### src/rtl/adc_seq_pkg.sv
// adc_seq_pkg: shared types for the serial ADC conversion sequencer.
// Assumes nothing beyond being compiled before the modules that import it.
package adc_seq_pkg;

    // Transaction phases of the sequencer.
    typedef enum logic [1:0] {
        ST_IDLE = 2'd0,   // deselected, waiting for a request
        ST_CMD  = 2'd1,   // shifting the command byte
        ST_WAIT = 2'd2,   // clock parked, waiting for end-of-conversion strobe
        ST_READ = 2'd3    // clocking the result back
    } seq_state_t;

endpackage

### src/rtl/adc_seq_halfclk.sv
// adc_seq_halfclk: produces a one-cycle tick every HALF_DIV system clocks
// while 'run' is high; each tick marks one serial-clock half period.
// Assumes: the counter restarts from zero whenever 'run' is low, so the
// first tick after 'run' rises comes exactly HALF_DIV cycles later.
module adc_seq_halfclk #(
    parameter int unsigned HALF_DIV = 25
) (
    input  logic clk,
    input  logic rst_n,
    input  logic run,
    output logic tick
);
    localparam int unsigned CW = (HALF_DIV > 1) ? $clog2(HALF_DIV) : 1;
    localparam logic [CW-1:0] LAST = CW'(HALF_DIV - 1);

    logic [CW-1:0] cnt_q;

    // Count system cycles within the current half period.
    always_ff @(posedge clk) begin
        if (!rst_n || !run) begin
            cnt_q <= '0;
        end else if (cnt_q == LAST) begin
            cnt_q <= '0;
        end else begin
            cnt_q <= cnt_q + 1'b1;
        end
    end

    assign tick = run && (cnt_q == LAST);

endmodule

### src/rtl/adc_seq_capture.sv
// adc_seq_capture: MSB-first serial-to-parallel result register.
// Assumes: 'clear' and 'shift' are never high together; 'sin' is stable
// in the cycle where 'shift' is high.
module adc_seq_capture #(
    parameter int unsigned W = 12
) (
    input  logic         clk,
    input  logic         rst_n,
    input  logic         clear,
    input  logic         shift,
    input  logic         sin,
    output logic [W-1:0] q
);
    // Clear at transaction start, shift one bit in per sampling edge.
    always_ff @(posedge clk) begin
        if (!rst_n || clear) begin
            q <= '0;
        end else if (shift) begin
            q <= {q[W-2:0], sin};
        end
    end

endmodule

### src/rtl/adc_seq_strobe.sv
// adc_seq_strobe: watches the converter strobe during the parked-clock wait.
// Reports a low-to-high transition and a timeout after TMO_CYC cycles.
// Assumes: 'arm' pulses in the cycle that enters the wait; strb_i is
// synchronous to clk. A strobe already high at arm time does not count
// as a rise until it has been seen low.
module adc_seq_strobe #(
    parameter int unsigned TMO_CYC = 1200
) (
    input  logic clk,
    input  logic rst_n,
    input  logic arm,
    input  logic waiting,
    input  logic strb_i,
    output logic rise,
    output logic expired
);
    localparam int unsigned TW = $clog2(TMO_CYC + 1);
    localparam logic [TW-1:0] TMO_LAST = TW'(TMO_CYC - 1);

    logic          prev_q;
    logic [TW-1:0] wcnt_q;

    // Remember the previous strobe level; pre-set high so a stuck-high line never rises.
    always_ff @(posedge clk) begin
        if (!rst_n || arm) begin
            prev_q <= 1'b1;
        end else begin
            prev_q <= strb_i;
        end
    end

    // Count system cycles spent waiting, saturating at the limit.
    always_ff @(posedge clk) begin
        if (!rst_n || arm) begin
            wcnt_q <= '0;
        end else if (waiting && !expired) begin
            wcnt_q <= wcnt_q + 1'b1;
        end
    end

    assign rise    = waiting && strb_i && !prev_q;
    assign expired = waiting && (wcnt_q == TMO_LAST);

endmodule

### src/rtl/adc_seq_ctrl.sv
// adc_seq_ctrl: host-side sequencer for a 12-bit serial ADC.
// On a request it selects the converter, shifts the command byte out
// MSB first, then either keeps clocking (ext_mode_i = 1, converter paced
// by the serial clock) or parks the clock until the strobe reports
// end of conversion (ext_mode_i = 0), and finally clocks the result in.
// Assumes: dout_i and strb_i are synchronous to clk (synchronised upstream);
// the converter drives dout_i after falling serial-clock edges and samples
// din_o on rising ones. RD_CLKS >= RD_LEAD + RES_W.
module adc_seq_ctrl
    import adc_seq_pkg::*;
#(
    parameter int unsigned HALF_DIV = 25,    // system cycles per serial-clock half period
    parameter int unsigned TMO_CYC  = 1200,  // maximum strobe wait in system cycles
    parameter int unsigned CMD_W    = 8,     // command byte width
    parameter int unsigned RES_W    = 12,    // result width
    parameter int unsigned RD_CLKS  = 16,    // serial clocks in the readback run
    parameter int unsigned RD_LEAD  = 1      // readback clocks before the MSB
) (
    input  logic             clk,
    input  logic             rst_n,
    input  logic             req_i,
    input  logic [CMD_W-1:0] cmd_i,
    input  logic             ext_mode_i,
    output logic             busy_o,
    output logic             valid_o,
    output logic             err_o,
    output logic [RES_W-1:0] result_o,
    output logic             cs_n_o,
    output logic             sclk_o,
    output logic             din_o,
    input  logic             dout_i,
    input  logic             strb_i
);
    localparam int unsigned CMD_HALVES = 2 * CMD_W;
    localparam int unsigned RD_HALVES  = 2 * RD_CLKS;
    localparam int unsigned MAX_HALVES = (RD_HALVES > CMD_HALVES) ? RD_HALVES : CMD_HALVES;
    localparam int unsigned HW         = $clog2(MAX_HALVES);
    localparam int unsigned EW         = HW - 1;
    localparam logic [HW-1:0] CMD_LAST_H = HW'(CMD_HALVES - 1);
    localparam logic [HW-1:0] RD_LAST_H  = HW'(RD_HALVES - 1);
    localparam logic [EW-1:0] CAP_FIRST  = EW'(RD_LEAD);
    localparam logic [EW-1:0] CAP_END    = EW'(RD_LEAD + RES_W);

    seq_state_t       state_q, state_d;
    logic [HW-1:0]    hcnt_q;
    logic [EW-1:0]    edge_idx;
    logic             sclk_q, cs_n_q, ext_q, strb_ok_q, valid_q, err_q;
    logic [CMD_W-1:0] cmd_sh_q;
    logic [RES_W-1:0] res_sh, result_q;
    logic             run, tick, rise_edge, fall_edge;
    logic             start, cmd_last, rd_last, capture, strb_chk;
    logic             arm, waiting, strb_rise, wait_expired, go_read, abort;

    assign run       = (state_q == ST_CMD) || (state_q == ST_READ);
    assign waiting   = (state_q == ST_WAIT);
    assign rise_edge = tick && !hcnt_q[0];
    assign fall_edge = tick &&  hcnt_q[0];
    assign edge_idx  = hcnt_q[HW-1:1];
    assign start     = (state_q == ST_IDLE) && req_i;
    assign cmd_last  = (state_q == ST_CMD)  && tick && (hcnt_q == CMD_LAST_H);
    assign rd_last   = (state_q == ST_READ) && tick && (hcnt_q == RD_LAST_H);
    assign capture   = (state_q == ST_READ) && rise_edge &&
                       (edge_idx >= CAP_FIRST) && (edge_idx < CAP_END);
    assign strb_chk  = (state_q == ST_READ) && ext_q && rise_edge && (edge_idx == '0);
    assign arm       = cmd_last && !ext_q;
    assign go_read   = waiting && strb_rise;
    assign abort     = waiting && !strb_rise && wait_expired;

    adc_seq_halfclk #(.HALF_DIV(HALF_DIV)) u_halfclk (
        .clk   (clk),
        .rst_n (rst_n),
        .run   (run),
        .tick  (tick)
    );

    adc_seq_strobe #(.TMO_CYC(TMO_CYC)) u_strobe (
        .clk     (clk),
        .rst_n   (rst_n),
        .arm     (arm),
        .waiting (waiting),
        .strb_i  (strb_i),
        .rise    (strb_rise),
        .expired (wait_expired)
    );

    adc_seq_capture #(.W(RES_W)) u_capture (
        .clk   (clk),
        .rst_n (rst_n),
        .clear (start),
        .shift (capture),
        .sin   (dout_i),
        .q     (res_sh)
    );

    // Choose the next transaction phase.
    always_comb begin
        state_d = state_q;
        case (state_q)
            ST_IDLE: if (req_i)    state_d = ST_CMD;
            ST_CMD:  if (cmd_last) state_d = ext_q ? ST_READ : ST_WAIT;
            ST_WAIT: begin
                if (go_read)      state_d = ST_READ;
                else if (abort)   state_d = ST_IDLE;
            end
            ST_READ: if (rd_last)  state_d = ST_IDLE;
            default:               state_d = ST_IDLE;
        endcase
    end

    // Hold the transaction phase.
    always_ff @(posedge clk) begin
        if (!rst_n) state_q <= ST_IDLE;
        else        state_q <= state_d;
    end

    // Index the half period within the current clocked phase.
    always_ff @(posedge clk) begin
        if (!rst_n || start || go_read) begin
            hcnt_q <= '0;
        end else if (tick) begin
            hcnt_q <= (cmd_last || rd_last) ? '0 : hcnt_q + 1'b1;
        end
    end

    // Toggle the serial clock on every half-period tick.
    always_ff @(posedge clk) begin
        if (!rst_n)    sclk_q <= 1'b0;
        else if (tick) sclk_q <= ~sclk_q;
    end

    // Select the converter for the length of a transaction.
    always_ff @(posedge clk) begin
        if (!rst_n)                 cs_n_q <= 1'b1;
        else if (start)             cs_n_q <= 1'b0;
        else if (rd_last || abort)  cs_n_q <= 1'b1;
    end

    // Shift the command byte out, advancing only on falling edges.
    always_ff @(posedge clk) begin
        if (!rst_n)                                 cmd_sh_q <= '0;
        else if (start)                             cmd_sh_q <= cmd_i;
        else if ((state_q == ST_CMD) && fall_edge)  cmd_sh_q <= {cmd_sh_q[CMD_W-2:0], 1'b0};
    end

    // Latch the mode and the outcome of the strobe-pulse check.
    always_ff @(posedge clk) begin
        if (!rst_n) begin
            ext_q     <= 1'b0;
            strb_ok_q <= 1'b0;
        end else if (start) begin
            ext_q     <= ext_mode_i;
            strb_ok_q <= 1'b0;
        end else if (strb_chk) begin
            strb_ok_q <= strb_i;
        end
    end

    // Publish the result and the completion and error pulses.
    always_ff @(posedge clk) begin
        if (!rst_n) begin
            result_q <= '0;
            valid_q  <= 1'b0;
            err_q    <= 1'b0;
        end else begin
            if (rd_last) result_q <= res_sh;
            valid_q <= rd_last;
            err_q   <= (rd_last && ext_q && !strb_ok_q) || abort;
        end
    end

    assign busy_o   = (state_q != ST_IDLE);
    assign valid_o  = valid_q;
    assign err_o    = err_q;
    assign result_o = result_q;
    assign cs_n_o   = cs_n_q;
    assign sclk_o   = sclk_q;
    assign din_o    = cmd_sh_q[CMD_W-1];

endmodule


### config.mk
export PLATFORM = sky130hd
export DESIGN_NAME = adc_seq_ctrl
export DESIGN_NICKNAME = d
export VERILOG_FILES = /design/src/rtl/adc_seq_pkg.sv /design/src/rtl/adc_seq_halfclk.sv /design/src/rtl/adc_seq_capture.sv /design/src/rtl/adc_seq_strobe.sv /design/src/rtl/adc_seq_ctrl.sv
export SDC_FILE = /design/constraint.sdc
export NUM_CORES = 1
export LEC_CHECK = 0
export ABC_AREA = 1
export BUFFER_PORTS_ARGS = -buffer_cell sky130_fd_sc_hd__clkbuf_2
export CORE_ASPECT_RATIO = 1.75
export CORE_MARGIN = 2
export CORE_UTILIZATION = 25
export CTS_CLUSTER_DIAMETER = 100
export CTS_CLUSTER_SIZE = 28
export DETAILED_ROUTE_END_ITERATION = 12
export PLACE_DENSITY = 0.4
export SLEW_MARGIN = 20
export SYNTH_ARGS = -nofsm -noshare
export SYNTH_HDL_FRONTEND = slang
export SYNTH_SLANG_ARGS = --single-unit
### constraint.sdc
create_clock -name clk -period 1.7 [get_ports clk]
set_input_delay 0.425 -clock clk [delete_from_list [all_inputs] [get_ports clk]]
set_output_delay 0.425 -clock clk [all_outputs]
set_load 0.02 [all_outputs]
-- Word-level counts from Yosys, hierarchy flattened
Index checks and enable logic that the tools add are counted.
- register bits after elaboration: 62
- input port bits: 14
- output and inout port bits: 18
- logic and storage cells: 93
- $add $sub $neg: 3
- $lt $le $gt $ge: 2
- equal/unequal tests: 11
- muxes and demuxes: 12
- bitwise gates (word level): 2
- reduce and logical (&&, ||, !) cells: 49
- operators by type and width (cell ; count):
    $logic_and A1 B1 Y1 ; 25
    $mux W8 ; 2
    $add A11 B1 Y11 const B ; 1
    $eq A11 B11 Y1 const B ; 1
    $add A5 B1 Y5 const B ; 2
    $eq A5 B5 Y1 const B ; 2
    $mux W2 ; 5
    $logic_not A1 Y1 ; 8
    $logic_or A1 B1 Y1 ; 8
    $pmux W2 S4 ; 1
    $ne A2 B2 Y1 const B ; 3
    $reduce_bool A2 Y1 ; 3
    $eq A5 B4 Y1 const B ; 1
    $mux W5 ; 1
    $eq A2 B2 Y1 const B ; 2
    $ge A4 B1 Y1 const B ; 1
    $logic_not A4 Y1 ; 1
    $lt A4 B4 Y1 const B ; 1
    $reduce_and A4 Y1 ; 1
    $reduce_or A2 Y1 ; 2
    $mux W1 ; 3
    $ne A3 B3 Y1 const B ; 1
    $eq A2 B1 Y1 const B ; 1
    $logic_not A2 Y1 ; 1
    $not A1 Y1 ; 2

-- Logic depth before layout (Yosys ltp)
- word-level depth: 9
- depth in mapped cells: 11
- mapped depth without buffers: 11

-- Modules after synthesis
Synthesis repeated with hierarchy kept, for this count alone.
- cell total of the unflattened synthesis: 394
- area total of the unflattened synthesis: 2929.1 µm²
- modules (own cells, without submodules) (module ; instances ; cells an instance ; area each (µm²) ; seq. area each (µm²)):
    adc_seq_ctrl ; 1 ; 204 ; 1492.7 ; 660.6
    adc_seq_strobe ; 1 ; 98 ; 696.9 ; 240.2
    adc_seq_capture ; 1 ; 54 ; 469.2 ; 240.2
    adc_seq_halfclk ; 1 ; 38 ; 270.3 ; 100.1

-- Worst setup path before layout
Ideal clock, no wire load.
- path kind: register -> register
- from: register hcnt_q[1]
- to: register u_strobe.wcnt_q[7]
- setup time: 0.116 ns
- arrival: 1.401 ns
- data required time: 1.584 ns
- path slack: 0.183 ns
- stages on the path, launching flop included: 11
- path buffers: 1
- period minus slack after synthesis: 1.517 ns
- path through: dfxtp_1 ha_1 nand2_1 nor2_1 ha_1 inv_1 nor2_1 nand2_1 o21ai_1 buf_4 a21oi_1
- cells in the longest elaborated chain, start to end: 4
- ends and longest elaborated chain (what ; line ; RTL):
    start: declaration ; adc_seq_ctrl.sv:45 ; logic [HW-1:0] hcnt_q;
    start signal: assignment ; adc_seq_ctrl.sv:121 ; hcnt_q <= (cmd_last || rd_last) ? '0 : hcnt_q + 1'b1;
    $eq A5 B4 Y1 ; adc_seq_ctrl.sv:60 ; assign cmd_last = (state_q == ST_CMD) && tick && (hcnt_q == CMD_LAST_H);
    $logic_and A1 B1 Y1 ; adc_seq_ctrl.sv:60 ;
    $logic_and A1 B1 Y1 ; adc_seq_ctrl.sv:65 ; assign arm = cmd_last && !ext_q;
    $logic_or A1 B1 Y1 ; adc_seq_strobe.sv:34 ; if (!rst_n || arm) begin
    end signal: assignment ; adc_seq_strobe.sv:37 ; wcnt_q <= wcnt_q + 1'b1;
    end: declaration ; adc_seq_strobe.sv:21 ; logic [TW-1:0] wcnt_q;
No other way between the ends.
A chain may end at the register's enable or synchronous reset.

-- Worst setup path in the final report
- from: register hcnt_q[0]
- to: register hcnt_q[1]
- cells in the longest elaborated chain, start to end: 4
- elaborated cells on any way between the ends: 7
- classes of those cells: 1 x add/sub; 2 x eq/ne; 1 x mux; 3 x reduce/logical
- ends and longest elaborated chain (what ; line):
    branches (longest 3 deep; another with $add A5 B1 Y5) ; n/a
    $mux W5 (*) ; adc_seq_ctrl.sv:121
Every way passes the cells marked *.

==> run summary <==
LOGIC SYNTHESIS
----------------------------------------------------------------------------------------------------
Synth area leaders                                                                      sky130_fd_sc_hd__dfxtp_1 (41%), sky130_fd_sc_hd__nand2_1 (10%), sky130_fd_sc_hd__nor2_1 (6.2%)
Simple logic cell fraction of the synthesized area                                             32.9%
Synthesized-area fraction occupied by ao, oa, aoi and oai cells                                10.8%
Number of enable flip-flop cells after synthesis                                                   0
Dominant register cell in the synthesized netlist                                       sky130_fd_sc_hd__dfxtp_1
Syn. warnings                                                                                      0
Post-Synth Adder-Cell Area                                                                     2.48%
Parity-gate share of the synthesized area counting xor and xnor cells                          3.18%
Main combinational cell family by area after synthesis                                  simple AND/OR/NAND/NOR gates
Share of the yosys chip area belonging to registers                                            40.9%
Synth async-reset ratio                                                                           0%
Area share of the largest cell type after synthesis                                            40.9%
Synthesis-stage register bit count                                                                62
Number of instances in the synthesized netlist                                                   401
Total nets after synthesis                                                                       421
Library cells used by synthesis                                                                   34
Portion of netlist area occupied by mux cells                                                     0%
Avg Cell Area, Syn                                                                        7.56 sq um
Cell taking the most area after synthesis                                               sky130_fd_sc_hd__dfxtp_1
Cell Area, Synth                                                                          3030 sq um

CLOCK TREE
----------------------------------------------------------------------------------------------------
Clock tree sinks                                                                                  62
Clock-pin slew reported for the worst setup and hold paths after clock tree synthesis          50 ps
Max H-tree Level                                                                                   3
Clock tree from TritonCTS                                                                       done
Root Driver                                                                             sky130_fd_sc_hd__clkbuf_16
CTS Hold Buffers Added                                                                             0
Clk_lat worst skew                                                                            330 ps
Number of buffers added by the clock tree synthesis step                                           9
Maximum number of buffers from clock root to sink                                                  2

FINISH
----------------------------------------------------------------------------------------------------
Finished Core Util                                                                             31.7%
Sequential standard cell area                                                             1240 sq um
Share of cells above drive strength 1                                                          27.0%
Finished Layout Cells                                                                            592
Final net count                                                                                  470
Area occupied by multi-input gates                                                        1530 sq um
Syn-to-layout area delta                                                                       24.7%
Antenna diode count                                                                                0
Number of fill cells                                                                            1326

WORST SETUP PATH
----------------------------------------------------------------------------------------------------
Setup crit start kind                                                                           flop
CP Max Fanout                                                                                      5
Type of element capturing the critical path                                                     flop
Crit path DAT                                                                                1850 ps
Required time reported for the critical path endpoint                                        1940 ps
Type of the worst setup path                                                                 reg2reg
R2r setup slk                                                                                  90 ps

ROUTE
----------------------------------------------------------------------------------------------------
Initial DRC Count                                                                                128
Routed via count                                                                                2616
DRC violation count after routing                                                                  0
Remaining number of nets flagged by the antenna check after routing                                0
Iteration count of the initial detailed-routing pass                                               4
Number of vias per cell                                                                         4.42
Total wire length                                                                            7540 um
Average routed wire per standard cell                                                        12.7 um

POWER AND IR DROP
----------------------------------------------------------------------------------------------------
Worst IR Drop VDD                                                                           0.443 mV
Static leakage                                                                            0.00151 uW
Power per standard cell area                                                            1080 nW/um^2

PLACE
----------------------------------------------------------------------------------------------------
# placed instances                                                                               572
Global placement routability congestion                                                        0.763
Detailed placement HPWL                                                                      5320 um
Total of buffers placed on input and output ports                                                 31

TIMING
----------------------------------------------------------------------------------------------------
Maximum clock rate                                                                           622 MHz
Final hold vios                                                                                    0
Post-layout minimum cycle time                                                               1610 ps
Final worst hold slack                                                                        313 ps
Final Cycle Share                                                                              94.6%
Final setup violation count                                                                        0
Worst slew margin                                                                              70.4%
Max Transition Viols Final                                                                         0
Measured slew at the worst slew-check pin                                                     443 ps
Final Skew                                                                                   7.84 ps

RUN STATUS
----------------------------------------------------------------------------------------------------
Outcome                                                                                    completed

DIE
----------------------------------------------------------------------------------------------------
Effective utilization at floorplan                                                             25.4%
Chip height                                                                                   150 um
Die footprint                                                                            13100 sq um
Total number of placement rows                                                                    53
Core area                                                                                11900 sq um
Die X                                                                                        87.3 um
Count of boundary I/O pins                                                                        32

GLOBAL ROUTING
----------------------------------------------------------------------------------------------------
Global-route wire length before repair                                                      12200 um
Number of antenna violations at the first check in global routing                                  0
Total congestion overflow after global routing                                                     0
Vias in the first global route                                                                  2597
Maximum number of pins on one net before global-route repair                                      24
Total routing usage reported by global routing                                                 12.0%

HOLD PATH
----------------------------------------------------------------------------------------------------
Type of the most critical hold path                                                           in2reg

FLOW RUN
----------------------------------------------------------------------------------------------------
Max capacitance violation total                                                                    0

[stage by stage]
step / TNS [ps] / cell area (sq um) / setup WS [ps] / power, uW
global placement: 0 / 3400 / 43.8 / 2430
CTS: 0 / 3680 / 8.76 / 4150
global route: -119 / 3780 / -20.4 / 4320
detailed placement: -45.2 / 3400 / -17.8 / 2430
finish: 0 / 3780 / 92.3 / 4090
floorplan: 0 / 3030 / 183 / 2230
[cells in the final DEF, fill, tap and decap left out, types with 4 or more instances in the layout]
master and n:
sky130_fd_sc_hd__a21oi_1 29, sky130_fd_sc_hd__clkbuf_16 11, sky130_fd_sc_hd__o21ai_1 10, sky130_fd_sc_hd__clkbuf_2 31, sky130_fd_sc_hd__ha_1 4, sky130_fd_sc_hd__nor3_1 17
sky130_fd_sc_hd__nand3_1 14, sky130_fd_sc_hd__xor2_1 9, sky130_fd_sc_hd__nor2_2 4, sky130_fd_sc_hd__nor3_2 11, sky130_fd_sc_hd__nor2_1 47, sky130_fd_sc_hd__inv_2 6
sky130_fd_sc_hd__nand2_2 6, sky130_fd_sc_hd__buf_4 16, sky130_fd_sc_hd__o21ai_0 11, sky130_fd_sc_hd__a21oi_2 5, sky130_fd_sc_hd__nand2_1 80, sky130_fd_sc_hd__inv_1 43
sky130_fd_sc_hd__dfxtp_1 60, sky130_fd_sc_hd__nor2_4 4, sky130_fd_sc_hd__nand4_1 4
[cells in the mapped netlist (2+ instances only)]
cell type	count
sky130_fd_sc_hd__ha_1	6
sky130_fd_sc_hd__a21oi_2	5
sky130_fd_sc_hd__nand2_4	3
sky130_fd_sc_hd__nand2_2	5
sky130_fd_sc_hd__clkbuf_1	3
sky130_fd_sc_hd__nand3_1	14
sky130_fd_sc_hd__dfxtp_1	62
sky130_fd_sc_hd__o21ai_1	11
sky130_fd_sc_hd__o21ai_0	11
sky130_fd_sc_hd__buf_4	3
sky130_fd_sc_hd__nor2_8	2
sky130_fd_sc_hd__buf_6	4
sky130_fd_sc_hd__inv_1	43
sky130_fd_sc_hd__inv_4	2
sky130_fd_sc_hd__nor2_4	3
sky130_fd_sc_hd__nor3_2	11
sky130_fd_sc_hd__nand2_1	81
sky130_fd_sc_hd__inv_2	7
sky130_fd_sc_hd__nor2_1	50
sky130_fd_sc_hd__nand4_1	4
sky130_fd_sc_hd__xnor2_1	2
sky130_fd_sc_hd__xor2_1	9
sky130_fd_sc_hd__a21oi_1	29
sky130_fd_sc_hd__o21ai_2	2
sky130_fd_sc_hd__nor2_2	2
sky130_fd_sc_hd__buf_2	3
sky130_fd_sc_hd__nor3_1	17
[cell type report]
cell class | instances | share of cell area [%]
Inverter | 52 | 5.36
Multi-Input combinational cell | 274 | 40.5
Clock buffer | 9 | 5.96
Tap cell | 137 | 4.53
Sequential cell | 62 | 32.9
Timing Repair Buffer | 51 | 9.43
Clock inverter | 7 | 1.32
[final timing paths]
kind / start / endpoint / cells past startpoint
setup / recovery: hcnt_q[0] / hcnt_q[1] / 10
hold / removal: strb_i / u_strobe.prev_q / 2
setup reg to reg: hcnt_q[0] / hcnt_q[1] / 10
hold reg to reg: u_capture.q[6] / result_o[6] / 2
[logic make-up (layout without fill, tap and decap cells)]
family | after synthesis | in the layout
fa+ha+maj | 6 | 6
flops | 62 | 62
buf+inv | 65 | 119
compound gates | 59 | 59
xor+xnor | 11 | 11
simple gates | 198 | 198
[report_power, final]
group | switching, uW | total [uW] | internal, uW
Clock | 714 | 1700 | 990
Combinational | 536 | 799 | 262
Sequential | 59.4 | 1590 | 1530
Total | 1310 | 4090 | 2780
[per-layer routing]
layer	part of all wire, %	wire length, um	global-route usage (%)
met1	42	3140	13.5
met2	53	4030	20.8
met4	1.7	125	5.08
met3	3.2	239	3.31
met5	0	0	0
[repair_timing]
item                                    4_1_cts  5_1_grt
pin swaps                                     0        3
gates cloned                                  0        2
gates resized for setup                       1       12
buffers inserted                              0        2
endpoints found under the setup margin       10       31
[sequential cells by signal, indices dropped and copies added (netlist names)]
signal / flops
strb_ok_q: 1
cmd_sh_q: 8
cs_n_o: 1
state_q: 2
u_halfclk.cnt_q: 5
u_capture.q: 12
u_strobe.prev_q: 1
sclk_o: 1
ext_q: 1
hcnt_q: 5
err_o: 1
u_strobe.wcnt_q: 11
result_o: 12
valid_o: 1
[critical path, cell delays in order, from the launching register on]
cell                       delay, ps
sky130_fd_sc_hd__dfxtp_2         330
sky130_fd_sc_hd__ha_4            160
sky130_fd_sc_hd__nand2_2          90
sky130_fd_sc_hd__nor2_4           50
sky130_fd_sc_hd__ha_2            170
sky130_fd_sc_hd__inv_1            60
sky130_fd_sc_hd__nor2_2           40
sky130_fd_sc_hd__nand2_2         100
sky130_fd_sc_hd__buf_4           120
sky130_fd_sc_hd__nand4_2         190
sky130_fd_sc_hd__a211oi_2        210
Note: power is estimated with default switching activity, not from simulation.
